===== config.mk =====
export PLATFORM = sky130hd
export DESIGN_NAME = filt_cal_seq
export DESIGN_NICKNAME = d
export VERILOG_FILES = /design/src/rtl/cal_pkg.sv /design/src/rtl/cal_sync.sv /design/src/rtl/cal_phase_gen.sv /design/src/rtl/cal_sat_step.sv /design/src/rtl/filt_cal_seq.sv
export SDC_FILE = /design/constraint.sdc
export NUM_CORES = 1
export LEC_CHECK = 0
export ABC_AREA = 1
export ABC_CLOCK_PERIOD_IN_PS = 9720
export BUFFER_PORTS_ARGS = -buffer_cell sky130_fd_sc_hd__buf_2
export CORE_UTILIZATION = 33
export CTS_BUF_LIST = sky130_fd_sc_hd__clkbuf_16
export DETAILED_ROUTE_END_ITERATION = 16
export GPL_TIMING_DRIVEN = 0
export PLACE_DENSITY = 0.58
export SYNTH_ARGS = -nofsm -noshare
export SYNTH_HDL_FRONTEND = slang
export SYNTH_SLANG_ARGS = --single-unit

===== constraint.sdc =====
create_clock -name clk -period 9.72 [get_ports clk]
set_input_delay 1.458 -clock clk [delete_from_list [all_inputs] [get_ports clk]]
set_output_delay 1.458 -clock clk [all_outputs]
set_load 0.05 [all_outputs]

===== src/rtl/cal_pkg.sv =====
package cal_pkg;

  typedef enum logic [2:0] {
    ST_IDLE,
    ST_REF,
    ST_COARSE,
    ST_FINE,
    ST_DONE
  } cal_state_e;

endpackage


===== src/rtl/cal_sync.sv =====
module cal_sync #(
  parameter int N = 4
) (
  input  logic         clk,
  input  logic         rst,
  input  logic [N-1:0] d,
  output logic [N-1:0] q
);

  logic [N-1:0] meta;

  always_ff @(posedge clk) begin
    if (rst) begin
      meta <= '0;
      q    <= '0;
    end else begin
      meta <= d;
      q    <= meta;
    end
  end

endmodule


===== src/rtl/cal_phase_gen.sv =====
module cal_phase_gen #(
  parameter int DIV_W = 8
) (
  input  logic             clk,
  input  logic             rst,
  input  logic             clr,
  input  logic             run,
  input  logic [DIV_W-1:0] len_m1,
  output logic             ph0,
  output logic             ph1
);

  localparam int CW = DIV_W + 2;

  logic [CW-1:0] cnt;
  logic [CW-1:0] last;
  logic [CW-1:0] cnt_nx;

  // position len_m1+1 is the gap, len_m1+2 is the sample phase
  always_comb begin
    last   = CW'(len_m1) + CW'(2);
    cnt_nx = (cnt >= last) ? '0 : cnt + CW'(1);
  end

  always_ff @(posedge clk) begin
    if (rst) begin
      cnt <= '0;
      ph0 <= 1'b0;
      ph1 <= 1'b0;
    end else if (clr) begin
      cnt <= '0;
      ph0 <= 1'b1;
      ph1 <= 1'b0;
    end else if (!run) begin
      cnt <= '0;
      ph0 <= 1'b0;
      ph1 <= 1'b0;
    end else begin
      cnt <= cnt_nx;
      ph0 <= (cnt_nx <= CW'(len_m1));
      ph1 <= (cnt_nx == last);
    end
  end

  p_ph_excl_r2: assert property (@(posedge clk) disable iff (rst)
    !(ph0 && ph1));

  p_ph1_gap_r2: assert property (@(posedge clk) disable iff (rst)
    $rose(ph1) |-> !$past(ph0));

  p_quiet_r2: assert property (@(posedge clk) disable iff (rst)
    (!run && !clr) |=> (!ph0 && !ph1));

endmodule


===== src/rtl/cal_sat_step.sv =====
module cal_sat_step #(
  parameter int W         = 3,
  parameter int RST_VAL   = 4,
  parameter int STUCK_LIM = 8
) (
  input  logic         clk,
  input  logic         rst,
  input  logic         clr,
  input  logic         en,
  input  logic         up,
  output logic [W-1:0] code,
  output logic         stuck
);

  localparam int CNT_W = $clog2(STUCK_LIM + 1);
  localparam logic [W-1:0] CODE_MAX = {W{1'b1}};

  logic [CNT_W-1:0] blk_cnt;
  logic             at_lim;

  always_comb begin
    at_lim = up ? (code == CODE_MAX) : (code == '0);
  end

  always_ff @(posedge clk) begin
    if (rst || clr) begin
      code    <= W'(RST_VAL);
      blk_cnt <= '0;
      stuck   <= 1'b0;
    end else if (en) begin
      if (at_lim) begin
        if (blk_cnt != CNT_W'(STUCK_LIM)) blk_cnt <= blk_cnt + CNT_W'(1);
        if (blk_cnt == CNT_W'(STUCK_LIM - 1)) stuck <= 1'b1;
      end else begin
        code    <= up ? code + W'(1) : code - W'(1);
        blk_cnt <= '0;
      end
    end
  end

  p_step_one_r9: assert property (@(posedge clk) disable iff (rst)
    (!$past(clr) && !$stable(code)) |->
      (({1'b0, code} == {1'b0, $past(code)} + (W+1)'(1)) ||
       ({1'b0, code} + (W+1)'(1) == {1'b0, $past(code)})));

  p_stuck_sticky_r10: assert property (@(posedge clk) disable iff (rst)
    (stuck && !clr) |=> stuck);

endmodule


===== src/rtl/filt_cal_seq.sv =====
module filt_cal_seq
  import cal_pkg::*;
#(
  parameter int DIV_W     = 8,
  parameter int REF_W     = 3,
  parameter int CAP_W     = 2,
  parameter int BIAS_W    = 6,
  parameter int STUCK_LIM = 8,
  parameter int TOG_LOCK  = 2
) (
  input  logic              clk,
  input  logic              rst,
  input  logic              start,
  input  logic [DIV_W-1:0]  ph0_len_m1,
  input  logic              cmp_bias_hi,
  input  logic              cmp_rep_above_hi,
  input  logic              cmp_rep_below_lo,
  input  logic              cmp_rep_above_mid,
  output logic              ph0,
  output logic              ph1,
  output logic [REF_W-1:0]  ref_code,
  output logic [CAP_W-1:0]  cap_code,
  output logic [BIAS_W-1:0] bias_code,
  output logic              ref_lock,
  output logic              coarse_lock,
  output logic              fine_lock,
  output logic              done,
  output logic              cal_err
);

  localparam int REF_MID  = 1 << (REF_W - 1);
  localparam int CAP_MID  = 1 << (CAP_W - 1);
  localparam int BIAS_MID = 1 << (BIAS_W - 1);
  localparam int TOG_W    = $clog2(TOG_LOCK + 1);

  cal_state_e       state;
  logic [3:0]       cmp_s;
  logic             s_bias, s_hi, s_lo, s_mid;
  logic             samp;
  logic             ref_seen, ref_prev, fine_seen, fine_prev;
  logic [TOG_W-1:0] tog_cnt;
  logic             ref_flip, ref_en;
  logic             win_ok, cap_en;
  logic             fine_tog, fine_hit, bias_en;
  logic             run;
  logic [2:0]       stuck;

  cal_sync #(.N(4)) u_sync (
    .clk (clk),
    .rst (rst),
    .d   ({cmp_bias_hi, cmp_rep_above_hi, cmp_rep_below_lo, cmp_rep_above_mid}),
    .q   (cmp_s)
  );

  assign {s_bias, s_hi, s_lo, s_mid} = cmp_s;

  // decisions happen on the edge that closes the phase-1 cycle
  assign samp = ph1;

  always_comb begin
    ref_flip = samp && (state == ST_REF) && ref_seen && (s_bias != ref_prev);
    ref_en   = samp && (state == ST_REF) && !ref_flip;
    win_ok   = !s_hi && !s_lo;
    cap_en   = samp && (state == ST_COARSE) && !win_ok;
    fine_tog = fine_seen && (s_mid != fine_prev);
    fine_hit = samp && (state == ST_FINE) && fine_tog &&
               (tog_cnt == TOG_W'(TOG_LOCK - 1));
    bias_en  = samp && (state == ST_FINE) && !fine_hit;
    run      = ((state == ST_REF) || (state == ST_COARSE) || (state == ST_FINE)) &&
               !fine_hit;
  end

  cal_phase_gen #(.DIV_W(DIV_W)) u_phase (
    .clk    (clk),
    .rst    (rst),
    .clr    (start),
    .run    (run),
    .len_m1 (ph0_len_m1),
    .ph0    (ph0),
    .ph1    (ph1)
  );

  cal_sat_step #(.W(REF_W), .RST_VAL(REF_MID), .STUCK_LIM(STUCK_LIM)) u_ref_step (
    .clk (clk), .rst (rst), .clr (start),
    .en  (ref_en), .up (s_bias),
    .code (ref_code), .stuck (stuck[0])
  );

  cal_sat_step #(.W(CAP_W), .RST_VAL(CAP_MID), .STUCK_LIM(STUCK_LIM)) u_cap_step (
    .clk (clk), .rst (rst), .clr (start),
    .en  (cap_en), .up (s_hi),
    .code (cap_code), .stuck (stuck[1])
  );

  cal_sat_step #(.W(BIAS_W), .RST_VAL(BIAS_MID), .STUCK_LIM(STUCK_LIM)) u_bias_step (
    .clk (clk), .rst (rst), .clr (start),
    .en  (bias_en), .up (s_mid),
    .code (bias_code), .stuck (stuck[2])
  );

  assign cal_err = |stuck;
  assign done    = fine_lock;

  always_ff @(posedge clk) begin
    if (rst) begin
      state       <= ST_IDLE;
      ref_seen    <= 1'b0;
      ref_prev    <= 1'b0;
      fine_seen   <= 1'b0;
      fine_prev   <= 1'b0;
      tog_cnt     <= '0;
      ref_lock    <= 1'b0;
      coarse_lock <= 1'b0;
      fine_lock   <= 1'b0;
    end else if (start) begin
      state       <= ST_REF;
      ref_seen    <= 1'b0;
      ref_prev    <= 1'b0;
      fine_seen   <= 1'b0;
      fine_prev   <= 1'b0;
      tog_cnt     <= '0;
      ref_lock    <= 1'b0;
      coarse_lock <= 1'b0;
      fine_lock   <= 1'b0;
    end else if (samp) begin
      case (state)
        ST_REF: begin
          if (ref_flip) begin
            ref_lock <= 1'b1;
            state    <= ST_COARSE;
          end else begin
            ref_prev <= s_bias;
            ref_seen <= 1'b1;
          end
        end
        ST_COARSE: begin
          if (win_ok) begin
            coarse_lock <= 1'b1;
            state       <= ST_FINE;
          end
        end
        ST_FINE: begin
          fine_prev <= s_mid;
          fine_seen <= 1'b1;
          if (fine_tog) tog_cnt <= tog_cnt + TOG_W'(1);
          else          tog_cnt <= '0;
          if (fine_hit) begin
            fine_lock <= 1'b1;
            state     <= ST_DONE;
          end
        end
        default: ;
      endcase
    end
  end

  p_cap_frozen_r4: assert property (@(posedge clk) disable iff (rst)
    !ref_lock |-> (cap_code == CAP_W'(CAP_MID)));

  p_coarse_after_ref_r6: assert property (@(posedge clk) disable iff (rst)
    coarse_lock |-> ref_lock);

  p_done_locks_r8: assert property (@(posedge clk) disable iff (rst)
    done |-> (ref_lock && coarse_lock && fine_lock));

  p_bias_on_sample_r11: assert property (@(posedge clk) disable iff (rst)
    !$stable(bias_code) |-> ($past(ph1) || $past(start)));

  p_ref_on_sample_r11: assert property (@(posedge clk) disable iff (rst)
    !$stable(ref_code) |-> ($past(ph1) || $past(start)));

  p_cap_on_sample_r11: assert property (@(posedge clk) disable iff (rst)
    !$stable(cap_code) |-> ($past(ph1) || $past(start)));

endmodule


==> results.toml, run 1 <==
[die]
fp.dieW_um = 107
dieArea_um2 = 11400
core_area_um2 = 10500
die_y_um = 107
io_pins = 33
rows = 37
start_util = 0.346

[grt]
grt_remaining_overflow = 0
first_global_vias = 2959
grt_usage = 0.148
grt_start_max_net_pins = 12
grt_pass1_wl_um = 13400
antenna_found_initial = 0

[critical_path]
endpoint_kind = "register"
required_ns = 9.97
crit_path_start_kind = "input pin"
crit_type = "in -> reg"
ff2ff_setup_slack_ns = 6.86
crit_path_max_fanout = 10
worstPathArrival_ns = 4.71

[drt]
met3_wirelength_um = 344
wl_met2_um = 3360
wl_um = 7920
vias = 3220
antenna_left = 0
via_per_inst = 4.60
top_layer_used = "met4"
dr.pass1.iters = 4
routedWlPerCell_um = 11.3
drt_iter0_markers = 156
wl_met1_um = 4130
post-route-drc-count = 0

[synth]
syn_area_per_cell_um2 = 7.04
ys_seq_area_frac = 0.320
netlist_instances = 516
synthFlopType = "dfxtp_1"
synth_edf_count = 0
synthDistinctLibCells = 36
ys_ff_latch = 58
synth.area.top_cells = "dfxtp_1 (32%), ha_1 (10%), nand2_1 (9.4%)"
synth.top_cell.area_share = 0.320
syn-num-nets = 563
netlist_area_um2 = 3630
yosys.area.top_type = "dfxtp_1"
async_flop_share = 0
yosys_warnings = 0

[run_status]
status = "finished, final reports clean"

[job]
cap_viol_max_count = 0

[clock_network]
clk_latency_ns = 0.32
cts_tree = "done"
numCtsBuffers = 9
path_clk_slew_ns = 0.05
cts_num_sinks = 58
post-cts-setup-buffers = 0
htreeDepth = 3
clock-root-buffer = "clkbuf_16"
cts_resized = 0
cts.path.max_buffers = 2
hold_buffers = 0

[sta]
final_hold_viol_count = 0
finalMaxSlewViolations = 0
slew_headroom = 0.566
timing.final.crit_period_ns = 4.46
setup_violations = 0
fmax_mhz = 224
rsz0062_at_grt = "no"
tightest_slew_ns = 0.649
period_share = 0.459
skew_ns = 0.00707
finalSetupTns_ns = 0

[hold_path]
hold_path.class = "reg -> reg"

[placed_design]
post-place-cells = 684
dp_hpwl_um = 6170
place_congestion = 0.877
port_buffers = 32

[layout]
utilization = 0.408
syn_to_final_growth_pct = 17.9
final_nets = 606
drive_above_1_share = 0.179
n_antenna_cell = 0
final_cells = 700

[pwr]
p_leak_nw = 2.06
irDropWorstVdd_uv = 92.9
cellPowerDensity_nw_per_um2 = 144
-- synth_stat cells, drive strengths merged, types with 2 or more instances --
cell type and instances:
nand2 102, inv 95, nor2 78, dfxtp 58, nand3 38, a21oi 34, ha 30, o21ai 22
nand4 17, xor2 9, nor3 6, buf 5, xnor2 4, nand3b 3, a211oi 2, clkbuf 2
fa 2, or2 2
-- registers in the layout (all words and copies together), names as in the netlist --
signal and cells:
done 1, fine_prev 1, u_cap_step.stuck 1, u_sync.meta 4, u_ref_step.code 3, ref_lock 1
u_phase.ph1 1, u_bias_step.code 6, u_sync.q 4, ref_seen 1, u_cap_step.code 2, u_cap_step.blk_cnt 4
u_bias_step.stuck 1, fine_seen 1, ref_prev 1, u_ref_step.blk_cnt 4, state 3, u_ref_step.stuck 1
u_phase.ph0 1, u_phase.cnt 10, u_bias_step.blk_cnt 4, coarse_lock 1, tog_cnt 2
-- final cells by class --
class	count	area, um2
fillers	1091	6230
multi-input cells	356	2070
flip-flops and latches	58	1160
inverters	95	357
clock buffers	9	225
well taps	136	170
repair buffers	32	160
clock inverters	7	93.8
plain buffers	7	48.8
-- path summary, 6_finish.rpt --
path | startpoint | to | depth (start not counted)
worst min register to register | u_sync.meta[0] | u_sync.q[0] | 2
worst max register to register | u_phase.cnt[0] | u_phase.ph0 | 22
worst max-delay path | ph0_len_m1[1] | u_phase.ph0 | 24
worst min-delay path | u_sync.meta[0] | u_sync.q[0] | 2
-- where the power goes --
group          leakage, nW  total (W)  switching (W)  internal (W)
registers            0.470   0.000242     0.00000172      0.000240
logic                 1.44  0.0000356      0.0000231     0.0000125
clock network        0.151   0.000338       0.000114      0.000224
total                 2.06   0.000615       0.000139      0.000476
-- metal layers --
metal / track usage / vias up
li1: - / 1727
met1: 0.204 / 1440
met2: 0.229 / 46
met3: 0.0267 / 7
met4: 0.0568 / 0
met5: 0 / -
-- cells by family after synthesis --
family                     synth area share
xor gates and xnor gates             0.0313
and+or+nand+nor                       0.320
DFF                                   0.320
buffers and inverters                 0.112
adders and majority gates             0.114
AOI/OAI and AO/OA                     0.104
-- placed cells by master, fill, tap and decap left out, types with 2 or more instances in the layout --
cell type,n
nand2_1,91
inv_1,85
nor2_1,66
dfxtp_1,58
nand3_1,33
buf_2,32
ha_1,30
a21oi_1,28
o21ai_0,21
nand4_1,17
inv_2,10
xor2_1,9
nand2_2,9
clkbuf_16,9
nor2_2,7
nor3_1,6
a21oi_2,6
nor2_4,5
nand3_2,5
xnor2_1,4
nand3b_1,3
buf_6,2
buf_4,2
or2_2,2
clkbuf_1,2
nand2_4,2
fa_1,2
clkinvlp_4,2
clkinv_2,2
bufinv_16,2
-- critical path, stage by stage --
cell     delay (ns)
buf_2          0.14
ha_1           0.20
nand2_1        0.07
nor3_1         0.35
xor2_1         0.26
ha_1           0.29
nand2_1        0.11
nor2_4         0.06
nand2_2        0.14
nand2_1        0.09
nor2_2         0.11
buf_6          0.16
inv_1          0.06
nor2_1         0.09
ha_1           0.26
inv_1          0.06
nor2_1         0.03
o21ai_0        0.13
inv_1          0.05
o21ai_0        0.15
nand2_1        0.07
nand2_1        0.12
nand4_1        0.10
a21oi_1        0.13
-- per-stage QoR --
step                      total power (W)  hold WS, ns  setup slack, ns  area [um2]
after floorplan                  0.000271        0.388             5.66        3630
after global placement           0.000282        0.393             4.95        3960
after detailed placement         0.000283        0.393             4.96        3960
after CTS                        0.000622        0.400             5.28        4280
after global routing             0.000640        0.412             4.86        4280
final                            0.000615        0.398             5.26        4280
(Power assumes the default switching activity.)
==> run 2, diff against run 1 <==
ABC_AREA = 0   (was 1)
ABC_CLOCK_PERIOD_IN_PS = 4500   (was 9720)
PLACE_DENSITY = 0.59   (was 0.58)
clock period = 4.5 ns   (was 9.72 ns; I/O delays follow)
==> run 2 against run 1 <==
  * Die area is 6.1% lower
  * Non-clock buffer count is 3 higher
  * Final area is 4.4% lower
  * Sequential share of layout area is 1.2 points higher
  * Cell count is 16% lower
  * Largest power group unchanged
  * Core utilization is 0.57 points higher
  * Wire length is 0.11% higher
==> results.toml, run 2 <==
[synth]
ys_seq_area_frac = 0.341
syn_area_per_cell_um2 = 8.31
ys_ff_latch = 58
syn-num-nets = 457
synth.top_cell.area_share = 0.341
yosysMostFrequentCell = "nor2_1"
synth_simple_gate_area_frac = 0.254
netlist_instances = 410
yosys_warnings = 0
synthTopCellsByCount = "nor2_1 (64), dfxtp_1 (58), ha_1 (30)"
yosys.area.top_type = "dfxtp_1"
synthAdderAreaFrac = 0.122
synth_edf_count = 0
netlist_area_um2 = 3410
synthFlopType = "dfxtp_1"
async_flop_share = 0
synth_top_family_by_area = "simple AND/OR/NAND/NOR gates"
synth-compound-area-share = 0.146
synthDistinctLibCells = 54
synth.area.mux_share = 0.0184
synth.area.top_cells = "dfxtp_1 (34%), ha_1 (11%), nor2_1 (7.0%)"
synth-xor-area-share = 0.0734

[die]
die_y_um = 104
dieArea_um2 = 10700
fp.dieW_um = 104
rows = 36
start_util = 0.344
core_area_um2 = 9910
io_pins = 33

[grt]
grt_pass1_wl_um = 13200
grt_remaining_overflow = 0
grt_start_max_net_pins = 13
first_global_vias = 2857
grt_usage = 0.154
antenna_found_initial = 0

[critical_path]
reg2reg_depth = 15
r2r_end = "u_phase.ph0"
crit_type = "in -> reg"
ff2ff_setup_slack_ns = 1.02
crit_path_max_fanout = 9
endpoint_kind = "register"
slowest_delay_ns = 0.33
slowest_stage = "a211oi_2"
crit_path_start_kind = "input pin"
worstPathArrival_ns = 4.53
worst_path_most_repeated_cell = "ha_1"
r2r-start = "u_phase.cnt[0]"
cp_cell_sequence = "buf_2 > ha_1 > nand2_1 > o21a_1 > nor2_1 > ha_1 > a21o_1 > a211oi_2 > o31ai_4 > or2_2 > buf_4 > nor2_1 > ha_1 > a21o_1 > a21oi_1 > o221ai_1 > a211oi_1 > o221ai_1 > a21oi_1"
required_ns = 4.76

[layout]
top_register = "u_phase.cnt"
final_nets = 500
drive_above_1_share = 0.151
largest_reg_flops = 10
largestRegisters = "u_phase.cnt x10, u_bias_step.code x6"
final_cell_mix = "nor2_1 (64), dfxtp_1 (58), buf_2 (34)"
n_antenna_cell = 0
final_common_cell = "nor2_1"
syn_to_final_growth_pct = 20.2

[hold_path]
min_to = "u_sync.q[1]"
min_from = "u_sync.meta[1]"
hold_depth = 1
hold_path.class = "reg -> reg"

[sta]
fmax_mhz = 234
final_hold_viol_count = 0
finalMaxSlewViolations = 0
period_share = 0.949
hold_ws_ns = 0.434
setup_violations = 0
skew_ns = 0.00747
timing.final.crit_period_ns = 4.27
slew_headroom = 0.643
rsz0062_at_grt = "no"
tightest_slew_ns = 0.536
setup_ws_ns = 0.231

[pwr]
p_sw_frac = 0.228
p_leak_nw = 1.68
irDropWorstVdd_uv = 161
p_seq_frac = 0.389
p_int_w = 0.00104
power_frac_clock = 0.554
pwr-share-comb = 0.057
cellPowerDensity_nw_per_um2 = 328
switching_power_w = 0.000307

[placed_design]
place_congestion = 0.884
pre_cts_ws_ns = -0.385
dp_hpwl_um = 5980
port_buffers = 32

[clock_network]
cts_tree = "done"
htreeDepth = 3
numCtsBuffers = 9
cts_num_sinks = 58
clock-root-buffer = "clkbuf_16"
post-cts-setup-buffers = 0
cts.path.max_buffers = 2
clk_latency_ns = 0.32
path_clk_slew_ns = 0.06

[drt]
drt_iter0_markers = 161
vias = 3009
wl_um = 7920
routedWlPerCell_um = 13.4
dr.pass1.iters = 4
via_per_inst = 5.09
post-route-drc-count = 0
antenna_left = 0

[run_status]
status = "finished, final reports clean"

[job]
cap_viol_max_count = 0
run 2: timing repair:
action                                  in CTS  in global routing
hold endpoints to repair                     0                  0
hold buffers                                 0                  0
resized for setup                            1                  5
endpoints found under the setup margin       1                  2
run 2: logic make-up (layout without fill, tap and decap cells):
family | after synthesis | count (layout)
buffers and inverters | 37 | 85
adder cells (fa/ha/maj) | 32 | 32
flip-flops | 58 | 58
AND/OR/NAND/NOR | 173 | 173
multiplexers | 6 | 6
XOR/XNOR | 27 | 27
AO/OA/AOI/OAI | 77 | 77
run 2: area by class of cell:
cell class	instances	area, um2
Buffer	10	51.3
Sequential cell	58	1160
Clock inverter	7	101
Clock buffer	9	225
Tap cell	133	166
Inverter	27	101
Multi-Input combinational cell	315	2130
Fill cell	1015	5810
Timing Repair Buffer	32	160
run 2: through the flow:
stage	util	instances	area [um2]	TNS (ns)	power (W)
after detailed placement	0.377	575	3730	-0.490	0.000608
after CTS	0.410	591	4070	0	0.00136
after global routing	0.413	591	4100	0	0.00139
final	0.413	591	4100	0	0.00134
after global placement	0.377	575	3730	-0.379	0.000606
after floorplan	-	410	3410	0	0.000582
run 2: worst max path at each step:
stage,slack (ns),end,cells after the start,startpoint
floorplan,0.65,u_phase.ph0,17,ph0_len_m1[5]
global placement,-0.34,u_phase.ph0,18,ph0_len_m1[1]
detailed placement,-0.39,u_phase.ph0,18,ph0_len_m1[3]
CTS,0.02,u_phase.ph0,18,ph0_len_m1[3]
global route,0.05,u_phase.ph0,19,ph0_len_m1[1]
finish,0.23,u_phase.ph0,19,ph0_len_m1[1]
run 2: per-layer routing:
layer	part of all wire	track usage	routed length [um]
met2	0.47	0.250	3690
met4	0.022	0.0766	176
met3	0.036	0.0346	289
met1	0.48	0.192	3770
met5	0	0	0
run 2: power by group through the flow:
stage	combinational [W]	sequential (W)	clock [W]
6_report	0.0000761	0.000522	0.000744
5_1_grt	0.0000860	0.000523	0.000779
4_1_cts	0.0000753	0.000522	0.000759
3_5_place_dp	0.0000746	0.000533	0
3_3_place_gp	0.0000734	0.000533	0
2_1_floorplan	0.0000474	0.000534	0
run 2: critical path, delay by kind of cell:
family          cells  cell delay (ns)
buf+inv             2             0.30
compound gates     10             2.11
simple gates        4             0.68
fa+ha+maj           3             0.75
==> run 3, diff against run 2 <==
PLACE_DENSITY = not set   (was 0.59)
==> run 3 against run 2 <==
  * Clock power down 1%
  * Non-clock buffer count unchanged
  * Sequential power about the same
  * Total power down 0.82%
  * Die area unchanged
  * Count of clock-buffer cells in the layout unchanged
  * Maximum frequency down 0.22%
  * Flip-flop and latch count unchanged
  * Critical path type unchanged
  * Critical endpoint unchanged
  * Largest cell class unchanged
==> results.toml, run 3 (same netlist as run 2, synthesis figures left out) <==
[sta]
finalMaxSlewViolations = 0
tightest_slew_ns = 0.595
slew_headroom = 0.603
rsz0062_at_grt = "no"
fmax_mhz = 234
period_share = 0.951
final_hold_viol_count = 0
skew_ns = 0.00866
timing.final.crit_period_ns = 4.28
setup_violations = 0

[critical_path]
crit_type = "in -> reg"
endpoint_kind = "register"
worstPathArrival_ns = 4.54
required_ns = 4.76
crit_path_max_fanout = 9
crit_path_start_kind = "input pin"

[drt]
wl_um = 7810
drt_iter0_markers = 191
post-route-drc-count = 0
via_per_inst = 5.09
vias = 3008
antenna_left = 0
routedWlPerCell_um = 13.2
dr.pass1.iters = 4

[layout]
drive_above_1_share = 0.151
final_common_cell = "nor2_1"
final_nets = 500
final_cells = 591
largest_reg_flops = 10
top_register = "u_phase.cnt"
n_antenna_cell = 0
syn_to_final_growth_pct = 20.2
final_cell_mix = "nor2_1 (64), dfxtp_1 (58), buf_2 (34)"
largestRegisters = "u_phase.cnt x10, u_bias_step.code x6"
final.fill_count = 1008

[clock_network]
clock-root-buffer = "clkbuf_16"
path_clk_slew_ns = 0.06
cts_num_sinks = 58
cts.path.max_buffers = 2
hold_buffers = 0
numCtsBuffers = 9
post-cts-setup-buffers = 0
cts_tree = "done"
clk_latency_ns = 0.32
htreeDepth = 3

[die]
dieArea_um2 = 10700
fp.dieW_um = 104
core_area_um2 = 9910
rows = 36
io_pins = 33
start_util = 0.344
die_y_um = 104

[pwr]
p_leak_nw = 1.69
irDropWorstVdd_uv = 209
power_w = 0.00133
cellPowerDensity_nw_per_um2 = 325

[job]
cap_viol_max_count = 0

[grt]
grt_remaining_overflow = 0
grt_pass1_wl_um = 13200
antenna_found_initial = 0
grt_start_max_net_pins = 13
grt_usage = 0.154
first_global_vias = 2865

[placed_design]
place_congestion = 0.836
post-place-cells = 575
dp_hpwl_um = 5980
port_buffers = 32

[hold_path]
hold_path.class = "reg -> reg"

[run_status]
status = "finished, final reports clean"
run 3: cell types whose count changed in the layout (fill, tap and decap cells not counted), sizes merged:
cell	before	now
inv	29	27
clkinv	1	5
clkinvlp	2	0
run 3: worst paths after layout:
| path | startpoint | slack, ns | cells past startpoint | end |
|---|---|---|---|---|
| hold reg to reg | u_sync.meta[2] | 0.43 | 1 | u_sync.q[2] |
| setup reg to reg | u_phase.cnt[0] | 1.00 | 15 | u_phase.ph0 |
| setup / recovery | ph0_len_m1[1] | 0.22 | 19 | u_phase.ph0 |
| hold / removal | u_sync.meta[2] | 0.43 | 1 | u_sync.q[2] |
run 3: timing repair:
item | CTS | global route
resized for setup | 1 | 5
endpoints found under the setup margin | 1 | 1
cloned | 0 | 0
run 3: stage by stage:
stage                     hold slack [ns]  setup WS (ns)  setup TNS, ns   util  cell area (um2)
after floorplan                     0.414          0.654              0      -             3410
after global placement              0.419         -0.332         -0.358  0.377             3730
after detailed placement            0.422         -0.367         -0.382  0.377             3730
after CTS                           0.436         0.0563              0  0.411             4070
after global routing                0.462         0.0609              0  0.414             4100
final                               0.435          0.221              0  0.414             4100
run 3: layout make-up:
type | count | area, um2 | share of cell area
multi-input cells | 315 | 2130 | 0.519
plain buffers | 10 | 51.3 | 0.0125
flip-flops and latches | 58 | 1160 | 0.283
clock buffers | 9 | 225 | 0.0550
clock inverters | 7 | 104 | 0.0253
well taps | 133 | 166 | 0.0406
repair buffers | 32 | 160 | 0.0391
inverters | 27 | 101 | 0.0247
run 3: power breakdown:
group          leakage [nW]  total [W]  internal, W  switching, W
clock                 0.160   0.000733     0.000489      0.000245
sequential            0.470   0.000522     0.000519    0.00000340
combinational          1.06  0.0000758    0.0000281     0.0000477
run 3: critical path: stages:
cell	delay, ns
buf_2	0.13
ha_1	0.24
nand2_1	0.10
o21a_1	0.21
nor2_1	0.16
ha_1	0.26
a21o_1	0.20
a211oi_2	0.31
o31ai_4	0.17
or2_2	0.30
buf_4	0.17
nor2_1	0.13
ha_1	0.26
a21o_1	0.16
a21oi_1	0.18
o221ai_1	0.14
a211oi_1	0.32
o221ai_1	0.25
a21oi_1	0.18
run 3: per-layer routing:
metal / GRT usage / vias up / part of all wire
li1: - / 1542 / -
met1: 0.195 / 1410 / 0.49
met2: 0.252 / 43 / 0.46
met3: 0.0340 / 13 / 0.027
met4: 0.0631 / 0 / 0.019
met5: 0 / - / 0
